==> src/rtl/ddma_pkg.sv <==
// Shared types for the two-channel DMA engine: control word layout,
// pacing and pointer-step encodings, and the mover sequencer states.
package ddma_pkg;

    typedef enum logic [1:0] {
        PACE_FREE = 2'b00,
        PACE_SRC  = 2'b01,
        PACE_DST  = 2'b10,
        PACE_RSVD = 2'b11
    } pace_e;

    typedef enum logic [1:0] {
        STEP_HOLD  = 2'b00,
        STEP_UP    = 2'b01,
        STEP_DOWN  = 2'b10,
        STEP_HOLD2 = 2'b11
    } step_e;

    // Control word, bit 0 at the bottom (arm) up to bit 11 (dst_io).
    typedef struct packed {
        logic  dst_io;
        logic  src_io;
        step_e dst_step;
        step_e src_step;
        pace_e pace;
        logic  prio;
        logic  tmr_sel;
        logic  ie;
        logic  arm;
    } ctrl_t;

    localparam int CTRL_W = $bits(ctrl_t);

    typedef enum logic [2:0] {
        MV_IDLE,
        MV_REQ,
        MV_RD,
        MV_WR,
        MV_DONE
    } mv_state_e;

endpackage

==> src/rtl/ddma_chan.sv <==
// One DMA channel: pointer, counter and control registers, the pacing
// window, the timer pending flag and the terminal-count interrupt.
// Assumes the register port width is at least 16 bits and CNT_W <= DATA_W.
module ddma_chan
    import ddma_pkg::*;
#(
    parameter int ADDR_W    = 20,
    parameter int DATA_W    = 16,
    parameter int CNT_W     = 16,
    parameter int SRC_GUARD = 3,
    parameter int DST_GUARD = 2
) (
    input  logic              clk,
    input  logic              rst_n,
    input  logic              wr_en_i,
    input  logic [2:0]        idx_i,
    input  logic [DATA_W-1:0] wr_data_i,
    output logic [DATA_W-1:0] rd_data_o,
    input  logic              drq_i,
    input  logic              tmr_i,
    input  logic              done_i,
    output logic              req_o,
    output ctrl_t             ctrl_o,
    output logic [ADDR_W-1:0] src_o,
    output logic [ADDR_W-1:0] dst_o,
    output logic [CNT_W-1:0]  cnt_o,
    output logic              irq_o
);

    localparam int HI_W = ADDR_W - 16;
    localparam int GMAX = (SRC_GUARD > DST_GUARD) ? SRC_GUARD : DST_GUARD;
    localparam int GW   = (GMAX < 2) ? 1 : $clog2(GMAX + 1);

    ctrl_t             ctrl_q;
    logic [ADDR_W-1:0] src_q, dst_q;
    logic [CNT_W-1:0]  cnt_q;
    logic [GW-1:0]     guard_q, guard_ld;
    logic              irq_q, tmr_pend_q, trig;

    // Pointer stepping by one 16-bit word, wrapping at the address width.
    function automatic logic [ADDR_W-1:0] stepped(input logic [ADDR_W-1:0] p,
                                                   input step_e s);
        case (s)
            STEP_UP:   return p + ADDR_W'(2);
            STEP_DOWN: return p - ADDR_W'(2);
            default:   return p;
        endcase
    endfunction

    // Length of the sampling blackout loaded after a paced word.
    always_comb begin
        guard_ld = '0;
        if (!ctrl_q.tmr_sel) begin
            if (ctrl_q.pace == PACE_SRC)      guard_ld = GW'(SRC_GUARD);
            else if (ctrl_q.pace == PACE_DST) guard_ld = GW'(DST_GUARD);
        end
    end

    // Trigger condition selected by the timer bit and the pacing field.
    always_comb begin
        if (ctrl_q.tmr_sel)                                      trig = tmr_pend_q;
        else if (ctrl_q.pace == PACE_SRC || ctrl_q.pace == PACE_DST) trig = drq_i;
        else                                                     trig = 1'b1;
    end

    assign req_o = ctrl_q.arm && (cnt_q != '0) && (guard_q == '0) && trig;

    // Register writes, per-word updates, window countdown and interrupt.
    always_ff @(posedge clk) begin
        if (!rst_n) begin
            ctrl_q  <= '0;
            src_q   <= '0;
            dst_q   <= '0;
            cnt_q   <= '0;
            guard_q <= '0;
            irq_q   <= 1'b0;
        end else begin
            if (wr_en_i) begin
                case (idx_i)
                    3'd0: src_q[15:0]       <= wr_data_i[15:0];
                    3'd1: src_q[ADDR_W-1:16] <= wr_data_i[HI_W-1:0];
                    3'd2: dst_q[15:0]       <= wr_data_i[15:0];
                    3'd3: dst_q[ADDR_W-1:16] <= wr_data_i[HI_W-1:0];
                    3'd4: cnt_q             <= wr_data_i[CNT_W-1:0];
                    3'd5: begin
                        ctrl_q <= ctrl_t'(wr_data_i[CTRL_W-1:0]);
                        irq_q  <= 1'b0;
                    end
                    default: ;
                endcase
            end
            if (done_i) begin
                src_q   <= stepped(src_q, ctrl_q.src_step);
                dst_q   <= stepped(dst_q, ctrl_q.dst_step);
                cnt_q   <= cnt_q - CNT_W'(1);
                guard_q <= guard_ld;
                if (cnt_q == CNT_W'(1)) begin
                    ctrl_q.arm <= 1'b0;
                    if (ctrl_q.ie) irq_q <= 1'b1;
                end
            end else if (guard_q != '0) begin
                guard_q <= guard_q - GW'(1);
            end
        end
    end

    // Timer pulse latch: one pending word per pulse, dropped when not armed.
    always_ff @(posedge clk) begin
        if (!rst_n) begin
            tmr_pend_q <= 1'b0;
        end else if (!ctrl_q.arm || !ctrl_q.tmr_sel) begin
            tmr_pend_q <= 1'b0;
        end else if (tmr_i) begin
            tmr_pend_q <= 1'b1;
        end else if (done_i) begin
            tmr_pend_q <= 1'b0;
        end
    end

    // Register read mux for this channel.
    always_comb begin
        case (idx_i)
            3'd0:    rd_data_o = DATA_W'(src_q[15:0]);
            3'd1:    rd_data_o = DATA_W'(src_q[ADDR_W-1:16]);
            3'd2:    rd_data_o = DATA_W'(dst_q[15:0]);
            3'd3:    rd_data_o = DATA_W'(dst_q[ADDR_W-1:16]);
            3'd4:    rd_data_o = DATA_W'(cnt_q);
            3'd5:    rd_data_o = DATA_W'(ctrl_q);
            default: rd_data_o = '0;
        endcase
    end

    assign ctrl_o = ctrl_q;
    assign src_o  = src_q;
    assign dst_o  = dst_q;
    assign cnt_o  = cnt_q;
    assign irq_o  = irq_q;

endmodule

==> src/rtl/ddma_arb.sv <==
// Two-way arbiter: the priority bit decides when the two bits differ;
// otherwise the channel not served last wins. Assumes take_i only when valid_o.
module ddma_arb (
    input  logic       clk,
    input  logic       rst_n,
    input  logic [1:0] req_i,
    input  logic [1:0] prio_i,
    input  logic       take_i,
    output logic       valid_o,
    output logic       ch_o
);

    logic last_q;

    // Winner selection for the current cycle.
    always_comb begin
        valid_o = |req_i;
        if (req_i == 2'b11) begin
            ch_o = (prio_i[0] != prio_i[1]) ? prio_i[1] : ~last_q;
        end else begin
            ch_o = req_i[1];
        end
    end

    // Remember the last channel served; reset makes channel 0 first.
    always_ff @(posedge clk) begin
        if (!rst_n)      last_q <= 1'b1;
        else if (take_i) last_q <= ch_o;
    end

endmodule

==> src/rtl/ddma_mover.sv <==
// Bus sequencer for one word: request ownership, read source, write
// destination, then report completion. Assumes grant stays high while requested.
module ddma_mover
    import ddma_pkg::*;
#(
    parameter int ADDR_W = 20,
    parameter int DATA_W = 16
) (
    input  logic              clk,
    input  logic              rst_n,
    input  logic              start_i,
    input  logic [ADDR_W-1:0] src_i,
    input  logic [ADDR_W-1:0] dst_i,
    input  logic              src_io_i,
    input  logic              dst_io_i,
    output logic              idle_o,
    output logic              done_o,
    output logic              bus_req_o,
    input  logic              bus_gnt_i,
    output logic              bus_stb_o,
    output logic              bus_we_o,
    output logic              bus_io_o,
    output logic [ADDR_W-1:0] bus_addr_o,
    output logic [DATA_W-1:0] bus_wdata_o,
    input  logic [DATA_W-1:0] bus_rdata_i,
    input  logic              bus_ack_i
);

    mv_state_e         state_q;
    logic [ADDR_W-1:0] src_q, dst_q;
    logic              src_io_q, dst_io_q;
    logic [DATA_W-1:0] data_q;

    // Sequencer state and per-word latches.
    always_ff @(posedge clk) begin
        if (!rst_n) begin
            state_q  <= MV_IDLE;
            src_q    <= '0;
            dst_q    <= '0;
            src_io_q <= 1'b0;
            dst_io_q <= 1'b0;
            data_q   <= '0;
        end else begin
            case (state_q)
                MV_IDLE: if (start_i) begin
                    src_q    <= src_i;
                    dst_q    <= dst_i;
                    src_io_q <= src_io_i;
                    dst_io_q <= dst_io_i;
                    state_q  <= MV_REQ;
                end
                MV_REQ:  if (bus_gnt_i) state_q <= MV_RD;
                MV_RD:   if (bus_ack_i) begin
                    data_q  <= bus_rdata_i;
                    state_q <= MV_WR;
                end
                MV_WR:   if (bus_ack_i) state_q <= MV_DONE;
                default: state_q <= MV_IDLE;
            endcase
        end
    end

    // Bus outputs decoded from the state.
    always_comb begin
        idle_o      = (state_q == MV_IDLE);
        done_o      = (state_q == MV_DONE);
        bus_req_o   = (state_q == MV_REQ) || (state_q == MV_RD) || (state_q == MV_WR);
        bus_stb_o   = (state_q == MV_RD) || (state_q == MV_WR);
        bus_we_o    = (state_q == MV_WR);
        bus_io_o    = (state_q == MV_WR) ? dst_io_q : src_io_q;
        bus_addr_o  = (state_q == MV_WR) ? dst_q : src_q;
        bus_wdata_o = data_q;
    end

endmodule

==> src/rtl/dual_dma_engine.sv <==
// Top of the two-channel DMA engine: two channel register sets, the
// arbiter, the word mover and the halt flag. One word is in flight at a time.
// Assumes pulses on nmi_i/iret_i/tmr_req_i are synchronous to clk.
module dual_dma_engine
    import ddma_pkg::*;
#(
    parameter int ADDR_W    = 20,
    parameter int DATA_W    = 16,
    parameter int CNT_W     = 16,
    parameter int SRC_GUARD = 3,
    parameter int DST_GUARD = 2
) (
    input  logic              clk,
    input  logic              rst_n,
    input  logic [1:0]        drq_i,
    input  logic              tmr_req_i,
    input  logic              nmi_i,
    input  logic              iret_i,
    input  logic              reg_we_i,
    input  logic [3:0]        reg_addr_i,
    input  logic [DATA_W-1:0] reg_wdata_i,
    output logic [DATA_W-1:0] reg_rdata_o,
    output logic              bus_req_o,
    input  logic              bus_gnt_i,
    output logic              bus_stb_o,
    output logic              bus_we_o,
    output logic              bus_io_o,
    output logic [ADDR_W-1:0] bus_addr_o,
    output logic [DATA_W-1:0] bus_wdata_o,
    input  logic [DATA_W-1:0] bus_rdata_i,
    input  logic              bus_ack_i,
    output logic [1:0]        irq_o
);

    localparam int NCH = 2;

    ctrl_t [NCH-1:0]             ctrl_v;
    logic  [NCH-1:0][ADDR_W-1:0] src_v, dst_v;
    logic  [NCH-1:0][CNT_W-1:0]  cnt_v;
    logic  [NCH-1:0][DATA_W-1:0] rd_v;
    logic  [NCH-1:0]             chan_req, req_eff, prio_v;
    logic                        halt_q, sel_q, pick_valid, pick_ch;
    logic                        mover_idle, done_w, start_go;

    // Halt flag: set by the non-maskable interrupt, cleared by interrupt return.
    always_ff @(posedge clk) begin
        if (!rst_n)      halt_q <= 1'b0;
        else if (nmi_i)  halt_q <= 1'b1;
        else if (iret_i) halt_q <= 1'b0;
    end

    for (genvar c = 0; c < NCH; c++) begin : g_chan
        ddma_chan #(
            .ADDR_W(ADDR_W), .DATA_W(DATA_W), .CNT_W(CNT_W),
            .SRC_GUARD(SRC_GUARD), .DST_GUARD(DST_GUARD)
        ) u_chan (
            .clk      (clk),
            .rst_n    (rst_n),
            .wr_en_i  (reg_we_i && (reg_addr_i[3] == 1'(c))),
            .idx_i    (reg_addr_i[2:0]),
            .wr_data_i(reg_wdata_i),
            .rd_data_o(rd_v[c]),
            .drq_i    (drq_i[c]),
            .tmr_i    (tmr_req_i),
            .done_i   (done_w && (sel_q == 1'(c))),
            .req_o    (chan_req[c]),
            .ctrl_o   (ctrl_v[c]),
            .src_o    (src_v[c]),
            .dst_o    (dst_v[c]),
            .cnt_o    (cnt_v[c]),
            .irq_o    (irq_o[c])
        );
        assign prio_v[c] = ctrl_v[c].prio;
    end

    assign req_eff     = chan_req & {NCH{~halt_q}};
    assign start_go    = mover_idle && pick_valid;
    assign reg_rdata_o = rd_v[reg_addr_i[3]];

    ddma_arb u_arb (
        .clk    (clk),
        .rst_n  (rst_n),
        .req_i  (req_eff),
        .prio_i (prio_v),
        .take_i (start_go),
        .valid_o(pick_valid),
        .ch_o   (pick_ch)
    );

    // Channel that owns the word in flight.
    always_ff @(posedge clk) begin
        if (!rst_n)        sel_q <= 1'b0;
        else if (start_go) sel_q <= pick_ch;
    end

    ddma_mover #(.ADDR_W(ADDR_W), .DATA_W(DATA_W)) u_mover (
        .clk        (clk),
        .rst_n      (rst_n),
        .start_i    (start_go),
        .src_i      (src_v[pick_ch]),
        .dst_i      (dst_v[pick_ch]),
        .src_io_i   (ctrl_v[pick_ch].src_io),
        .dst_io_i   (ctrl_v[pick_ch].dst_io),
        .idle_o     (mover_idle),
        .done_o     (done_w),
        .bus_req_o  (bus_req_o),
        .bus_gnt_i  (bus_gnt_i),
        .bus_stb_o  (bus_stb_o),
        .bus_we_o   (bus_we_o),
        .bus_io_o   (bus_io_o),
        .bus_addr_o (bus_addr_o),
        .bus_wdata_o(bus_wdata_o),
        .bus_rdata_i(bus_rdata_i),
        .bus_ack_i  (bus_ack_i)
    );

endmodule

==> config.mk <==
export PLATFORM = sky130hd
export DESIGN_NAME = dual_dma_engine
export DESIGN_NICKNAME = d
export VERILOG_FILES = /design/src/rtl/ddma_pkg.sv /design/src/rtl/ddma_chan.sv /design/src/rtl/ddma_arb.sv /design/src/rtl/ddma_mover.sv /design/src/rtl/dual_dma_engine.sv
export SDC_FILE = /design/constraint.sdc
export NUM_CORES = 1
export LEC_CHECK = 0
export BUFFER_PORTS_ARGS = -buffer_cell sky130_fd_sc_hd__buf_4
export CAP_MARGIN = 25
export CORE_MARGIN = 3
export CORE_UTILIZATION = 44
export DETAILED_ROUTE_END_ITERATION = 8
export HOLD_SLACK_MARGIN = 0.12
export PLACE_DENSITY_LB_ADDON = 0.08
export SLEW_MARGIN = 30
export SYNTH_ARGS = -nofsm -noshare
export SYNTH_HDL_FRONTEND = slang
export SYNTH_SLANG_ARGS = --single-unit
==> constraint.sdc <==
create_clock -name clk -period 3.7 [get_ports clk]
set_input_delay 0.555 -clock clk [delete_from_list [all_inputs] [get_ports clk]]
set_output_delay 0.555 -clock clk [all_outputs]
set_load 0.05 [all_outputs]
Word-level counts from Yosys, hierarchy flattened
Cells that the tools add are included.

Register bits: 208. Input bits: 46. Output and inout port bits: 58. Word-level logic and storage cells: 239.

$add $sub $neg: 12. $lt $le $gt $ge: 2. Equal/unequal tests: 33. Mux-type cells: 78. Bitwise gates (word level): 6. Reductions and logical operators: 65.

Operators by type and width (count): two-way mux 20 bit (13); case mux 16 bit (6 select lines) (2); case mux 20 bit (2 select lines) (4); two-way mux 16 bit (9); adder 20 x 2 -> 20 bit, second input constant (4); subtractor 20 x 2 -> 20 bit, second input constant (4); nonzero test 2 bit (19); equality test 16 x 1 -> 1 bit, second input constant (2); nonzero test 16 bit (2); subtractor 16 x 1 -> 16 bit, second input constant (2); two-way mux 1 bit (31); two-way mux 12 bit (2); AND reduction 3 bit (8); two-way mux 2 bit (10); equality test 2 bit, second input constant (7); equality test 2 x 1 -> 1 bit, second input constant (6); equality test 3 x 2 -> 1 bit, second input constant (4); two-way mux 3 bit (4); inequality test 3 bit, second input constant (4); case mux 3 bit (4 select lines) (1); AND reduction 2 bit (6); logical AND 1 bit (11); equality test 3 bit, second input constant (3); two-way mux 4 bit (2); 14 further kinds (36).

Depth between registers and ports, before layout
Word-level depth: 10. Mapped depth: 16. Mapped depth without buffers: 11.

Hierarchy
From an unflattened synthesis, not the netlist that was laid out.

Cells, all modules: 2023. Area total of the unflattened synthesis: 15444.8 um^2.

Modules (own cells, without submodules): ddma_chan at g_chan[0].u_chan (instances 1, cells an instance 816, area each 5818.1 um^2, sequential area each 1441.4 um^2); ddma_chan at g_chan[1].u_chan (instances 1, cells an instance 814, area each 5720.5 um^2, sequential area each 1441.4 um^2); ddma_mover (instances 1, cells an instance 305, area each 2760.1 um^2, sequential area each 1221.2 um^2); dual_dma_engine (instances 1, cells an instance 79, area each 1056.0 um^2, sequential area each 40.0 um^2); ddma_arb (instances 1, cells an instance 9, area each 90.1 um^2, sequential area each 20.0 um^2).

Worst setup path before layout
OpenSTA, ideal clock, no wires.

Path kind: reg-to-reg. From: reg g_chan[0].u_chan.ctrl_q (netlist bit g_chan[0].u_chan.ctrl_o[8]). To: reg g_chan[0].u_chan.dst_q[13]. Setup time: 127 ps. Arrival time: 3517 ps. Data required time: 3573 ps. Slack: 55 ps. Cell stages (with the launch flop): 16. Buffers on the path: 4. Period minus slack after synthesis: 3645 ps. Cell sequence: dfxtp_1 inv_1 ha_1 buf_2 buf_2 buf_2 clkbuf_1 xor2_1 ha_1 a21boi_0 o22ai_1 or3_1 o21ai_0 a221oi_1 o21ai_0 or3b_1.

Longest elaborated chain between the ends: 3. Elaborated cells on any way between the ends: 6. Those cells by class: eq/ne: 3; mux: 2; reduce/logical: 1.

RTL lines: start: declaration (line ddma_chan.sv:34) `ctrl_t ctrl_q;`; start signal: assignment (line ddma_chan.sv:86) `ctrl_q <= ctrl_t'(wr_data_i[CTRL_W-1:0]);`; equality test 2 x 1 -> 1 bit or equality test 2 bit (tied branches) (line ddma_chan.sv:43) `case (s)`; inequality test 3 bit (no source line) or case mux 20 bit (2 select lines) (tied branches); AND reduction 3 bit (no source line) or two-way mux 20 bit (tied branches); end signal: assignment (line ddma_chan.sv:82) `3'd2: dst_q[15:0] <= wr_data_i[15:0];`; end signal: indexed assignment (line ddma_chan.sv:83) `3'd3: dst_q[ADDR_W-1:16] <= wr_data_i[HI_W-1:0];`; end signal: assignment (line ddma_chan.sv:94) `dst_q <= stepped(dst_q, ctrl_q.dst_step);`; end: declaration (line ddma_chan.sv:35) `logic [ADDR_W-1:0] src_q, dst_q;`.

Parallel ways exist; a longest one is shown, timed or not. A chain may end at the register's enable or synchronous reset.

Worst setup path in the final report
From: in reg_addr_i[2]. To: out reg_rdata_o[6].

Longest elaborated chain between the ends: 4. Elaborated cells on any way between the ends: 10. Those cells by class: eq/ne: 5; mux: 4; reduce/logical: 1.

RTL lines: start: declaration (line dual_dma_engine.sv:20) `input logic [3:0] reg_addr_i,`; equality test 3 bit, or another cell as far along (line ddma_chan.sv:122) `case (idx_i)`; case mux 16 bit (6 select lines) (line ddma_chan.sv:122); two-way mux 16 bit (implied by the code) (*) (2 in a row) (line dual_dma_engine.sv:78) `assign reg_rdata_o = rd_v[reg_addr_i[3]];`; end: declaration (line dual_dma_engine.sv:22) `output logic [DATA_W-1:0] reg_rdata_o,`.

Every way passes the cells marked *; elsewhere a longest branch is shown, timed or not. The select of a mux whose other input is x is not followed.

==> flow_results.org <==
** Yosys
- For this run, the number of Yosys warnings is 0.
- In the synthesized netlist, the number of instances is 2219.
- Synthesis produced a netlist with a net count of between 2000 and 2500.
- Synthesis inferred 208 register bits.
- Summed over all instances, the cell type with the most area after synthesis is dfxtp_1.
- The number of different library cells used by synthesis comes to 90.
- In this run, synthesis inferred 0 flip-flops with an integrated enable.
- Post-synthesis area per instance :: 7.11 um2
- After synthesis, the cell types taking the most area are dfxtp_1 (26%), a21oi_1 (7.6%), nor2_1 (6.2%), nand2_1 (5.5%), o21ai_0 (5.1%).
- Most instantiated flip-flop cell in the synthesis netlist :: dfxtp_1
- Area of the mapped netlist :: 15800 um2
- After synthesis, flip-flops and latches occupy 26.4% of the total area.
- Fraction of registers with async set/reset :: 0%
- Fraction of synthesized cell area taken by the top area cell type :: between 20% and 30%

** Route
- Wire per inst :: 24.3 um
- Antenna violation net count after detailed routing :: 0
- Via count :: between 15000 and 20000
- In this run, the number of DRC markers left after iteration 0 of detailed routing was 2122.
- Initial DRT Pass Iterations :: 5
- After detailed routing, the number of remaining DRC violations is 0.
- Vias per std cell :: 6.50
- For this block, the routed nets add up to 65400 um of wire.

** Global routing
- Total global routing overflow :: 0
- Initial antenna violation count :: 1
- In the global route stage, overall resource usage came out at around a third.
- Entering global routing, the biggest net connects 109 pins.
- The first global-routing pass estimated 99400 um of wire.
- Via count of the first global-routing pass :: 15800

** Power
- Overall power of the completed layout :: between 5 and 6 mW
- Total power divided by cell area :: between 300 and 400 nW/um2
- Combinational share of power :: about an eighth
- The analysis attributes to cell leakage a power of around 6.6 nW.
- Per report_power, the clock group accounts for roughly 44% of the total.
- Power dissipated by switching net loads :: 1.57 mW
- Net switching is between 20 and 30% of the power.
- Register share of total power :: 42.6%
- Cell Int Power :: 3.97 mW
- The worst-case IR drop observed on VDD is between 0.0003 and 0.0004 V.

** Placement
- DP Cell Count :: ~2600
- The placed instances occupy a cell area of 16900 um2.
- In this run the tool buffered the top-level ports with 103 buffer cells.
- Before CTS, the worst setup slack after placement is between 400 and 500 ps.
- Placed wire-length estimate :: 46300 um
- At the end of routability-driven placement, the weighted congestion stood at 0.929.

** Timing
- Hold Violations, Final :: 0
- Setup repair after global routing left no endpoint under its margin.
- Slew HR :: 35.1%
- The clock period could shrink to 3330 ps.
- Final WS setup :: 373 ps
- Derived from the worst setup path, the maximum achievable clock frequency is 301 MHz.
- Fraction of the cycle the final worst path needs :: between 80% and 90%
- In the final timing run, aggregate negative setup slack is 0 ps.
- Setup violations remaining at the end of the flow were counted as 0.
- For the pin with the worst max-slew slack, the measured transition is 962 ps.
- Clock Skews :: between 10 and 15 ps
- The final count of pins violating max slew is 0.

** Layout
- Total of fill cells in the finished design :: 3504
- From synthesis to final layout, the design area changed by 12.6%.
- The finished cells cover 17700 um2.
- At the end of the flow, the number of nets in the layout was 2282.
- The top cell types in the final layout, fill and taps aside, are nor2_1 (261), a21oi_1 (239), nand2_1 (230), dfxtp_1 (208), buf_4 (183).
- In the final layout, the share of cells above drive strength 1 is ~13%.
- Filler-free cell count of the finished design :: 2685
- The library cell used most frequently in the layout, excluding fill and tap cells, is nor2_1.

** Setup path
- Req. time, crit path :: between 3000 and 4000 ps
- For the worst flop-to-flop path, the logic depth is 8.
- The critical path contains buffers and inverters numbering 4 combined.
- Cell count along the critical path :: 9
- On the critical path the largest part of the delay comes from buffers and inverters.
- Among all stages on the critical path, the largest delay is contributed by a211oi_1.
- Data arrival, critical path :: between 2000 and 3000 ps
- By startpoint and endpoint, the worst setup path is classified as in2out.
- The cell that appears most often on the critical path is buf_4.
- On the worst path, the slowest cell contributes a delay of 420 ps.
- Kind of launch point of the worst setup path :: primary input
- In this run the worst path has a maximum fanout of 40.
- Cell Chain, Critical Path :: buf_4 -> inv_1 -> nor2_1 -> buf_4 -> a21oi_1 -> nor2_1 -> a211oi_1 -> a211oi_1 -> buf_4
- STA classifies the critical path endpoint as a primary output.

** CTS
- Buffers inserted to repair hold after CTS numbered 0.
- TritonCTS clock tree :: yes
- Clock latency on the worst-skew pair :: 540 ps
- The root buffer cell chosen for the clock tree is clkbuf_16.
- Once the clock tree was built, the resizer swapped 0 gates to a different size.
- Number of CTS-inserted buffers :: 25
- Clock transition time at the flip-flop clock pins of the worst setup and hold paths :: 60 ps
- The clock drives 208 sinks.
- Buffers inserted by post-CTS timing repair :: 0
- Maximum level of the CTS H-tree :: 1
- The clock passes through at most 3 buffers.

** Outcome
- The run finished with clean final reports.

** Floorplanning
- The core region is 35000 um2.
- The die covers 38100 um2.
- Width of the die :: 195 um
- Once the floorplan was initialized, standard cells occupied a little under half of the core.
- Number of placement rows :: 68
- Measured along the y axis, the die boundary spans approximately 200 um.
- I/O pin count :: 104

** Worst hold path
- The path class of the tightest hold or removal check is in2reg.
- Depth of the worst hold-timing path :: 3

** Run
- Max-cap check violation count :: 0
## cells in the mapped netlist, drive strengths merged (21+ instances only)
| master | n |
|---|---|
| a211oi | 39 |
| a21oi | 240 |
| a22oi | 23 |
| a31oi | 26 |
| buf | 55 |
| clkbuf | 163 |
| dfxtp | 208 |
| ha | 22 |
| inv | 39 |
| mux2 | 30 |
| mux2i | 71 |
| nand2 | 231 |
| nand3 | 63 |
| nor2 | 262 |
| nor2b | 21 |
| nor3 | 70 |
| nor4 | 22 |
| o211ai | 35 |
| o21ai | 169 |
| xnor2 | 61 |
| xor2 | 32 |
## through the flow
step                      util (%)  hold WS (ps)
after floorplan                  -           437
after global placement        48.5           443
after detailed placement      48.5           451
after CTS                     50.7           213
after global routing          50.8           233
final                         50.8           228
## registers in the layout, summed over array words and instances (netlist names)
| signal | flops |
|---|---|
| g_chan.u_chan.dst_o | 40 |
| g_chan.u_chan.src_o | 40 |
| g_chan.u_chan.cnt_o | 32 |
| g_chan.u_chan.ctrl_o | 24 |
| u_mover.dst_q | 20 |
| u_mover.src_q | 20 |
| u_mover.bus_wdata_o | 16 |
| g_chan.u_chan.guard_q | 4 |
| u_mover.state_q | 3 |
| g_chan.u_chan.irq_o | 2 |
| g_chan.u_chan.tmr_pend_q | 2 |
| halt_q | 1 |
| sel_q | 1 |
| u_arb.last_q | 1 |
| u_mover.dst_io_q | 1 |
| u_mover.src_io_q | 1 |
## routing by layer
layer / routed length, um / vias to the layer above / global-route usage (%)
met5: 10 / - / 0
met4: 2180 / 2 / 10.4
met3: 7050 / 146 / 6.04
met2: 27200 / 974 / 47.5
met1: 28900 / 8247 / 49.0
li1: - / 8073 / -
## worst reg2reg max path: stages (launching register included)
cell and delay (ps):
dfxtp_1 480, or4b_2 890, and2_0 310, nand2_1 170, o21ai_1 280, buf_4 280, nand4_1 80, o21ai_0 90
or3b_1 400
## kinds of logic (layout without fill, tap and decap cells)
family	count (synthesis)	count (layout)	share of synthesized area (%)
muxes	102	102	6.79
DFF	208	208	26.4
and+or+nand+nor	808	808	24.1
other	0	1	0
AOI/OAI and AO/OA	727	727	29.2
xor gates and xnor gates	93	93	5.17
buffers and inverters	258	268	6.51
adders and majority gates	23	23	1.81
## final timing paths
| check | end | from | slack [ps] |
|---|---|---|---|
| max | reg_rdata_o[6] | reg_addr_i[2] | 370 |
| min | halt_q | nmi_i | 230 |
| max reg2reg | g_chan[0].u_chan.dst_o[13] | u_mover.state_q[0] | 610 |
| min reg2reg | u_mover.bus_wdata_o[2] | u_mover.bus_wdata_o[2] | 460 |
## power groups by stage
stage / clock network [mW] / logic, mW / registers, mW
after global routing: 2.58 / 0.768 / 2.36
after global placement: 0 / 0.690 / 2.40
after CTS: 2.50 / 0.699 / 2.36
final: 2.46 / 0.716 / 2.36
after detailed placement: 0 / 0.695 / 2.41
after floorplan: 0 / 0.467 / 2.36
## final cells by class
| class | instances | area (um2) | area share (%) |
|---|---|---|---|
| Multi-Input combinational cell | 1753 | 10600 | 59.9 |
| Sequential cell | 208 | 4160 | 23.5 |
| Timing Repair Buffer | 186 | 1430 | 8.08 |
| Clock buffer | 36 | 737 | 4.15 |
| Tap cell | 455 | 569 | 3.21 |
| Inverter | 40 | 153 | 0.860 |
| Clock inverter | 6 | 58.8 | 0.331 |
| Antenna cell | 1 | 2.50 | 0.0141 |
Note: power is estimated with default switching activity, not from simulation.
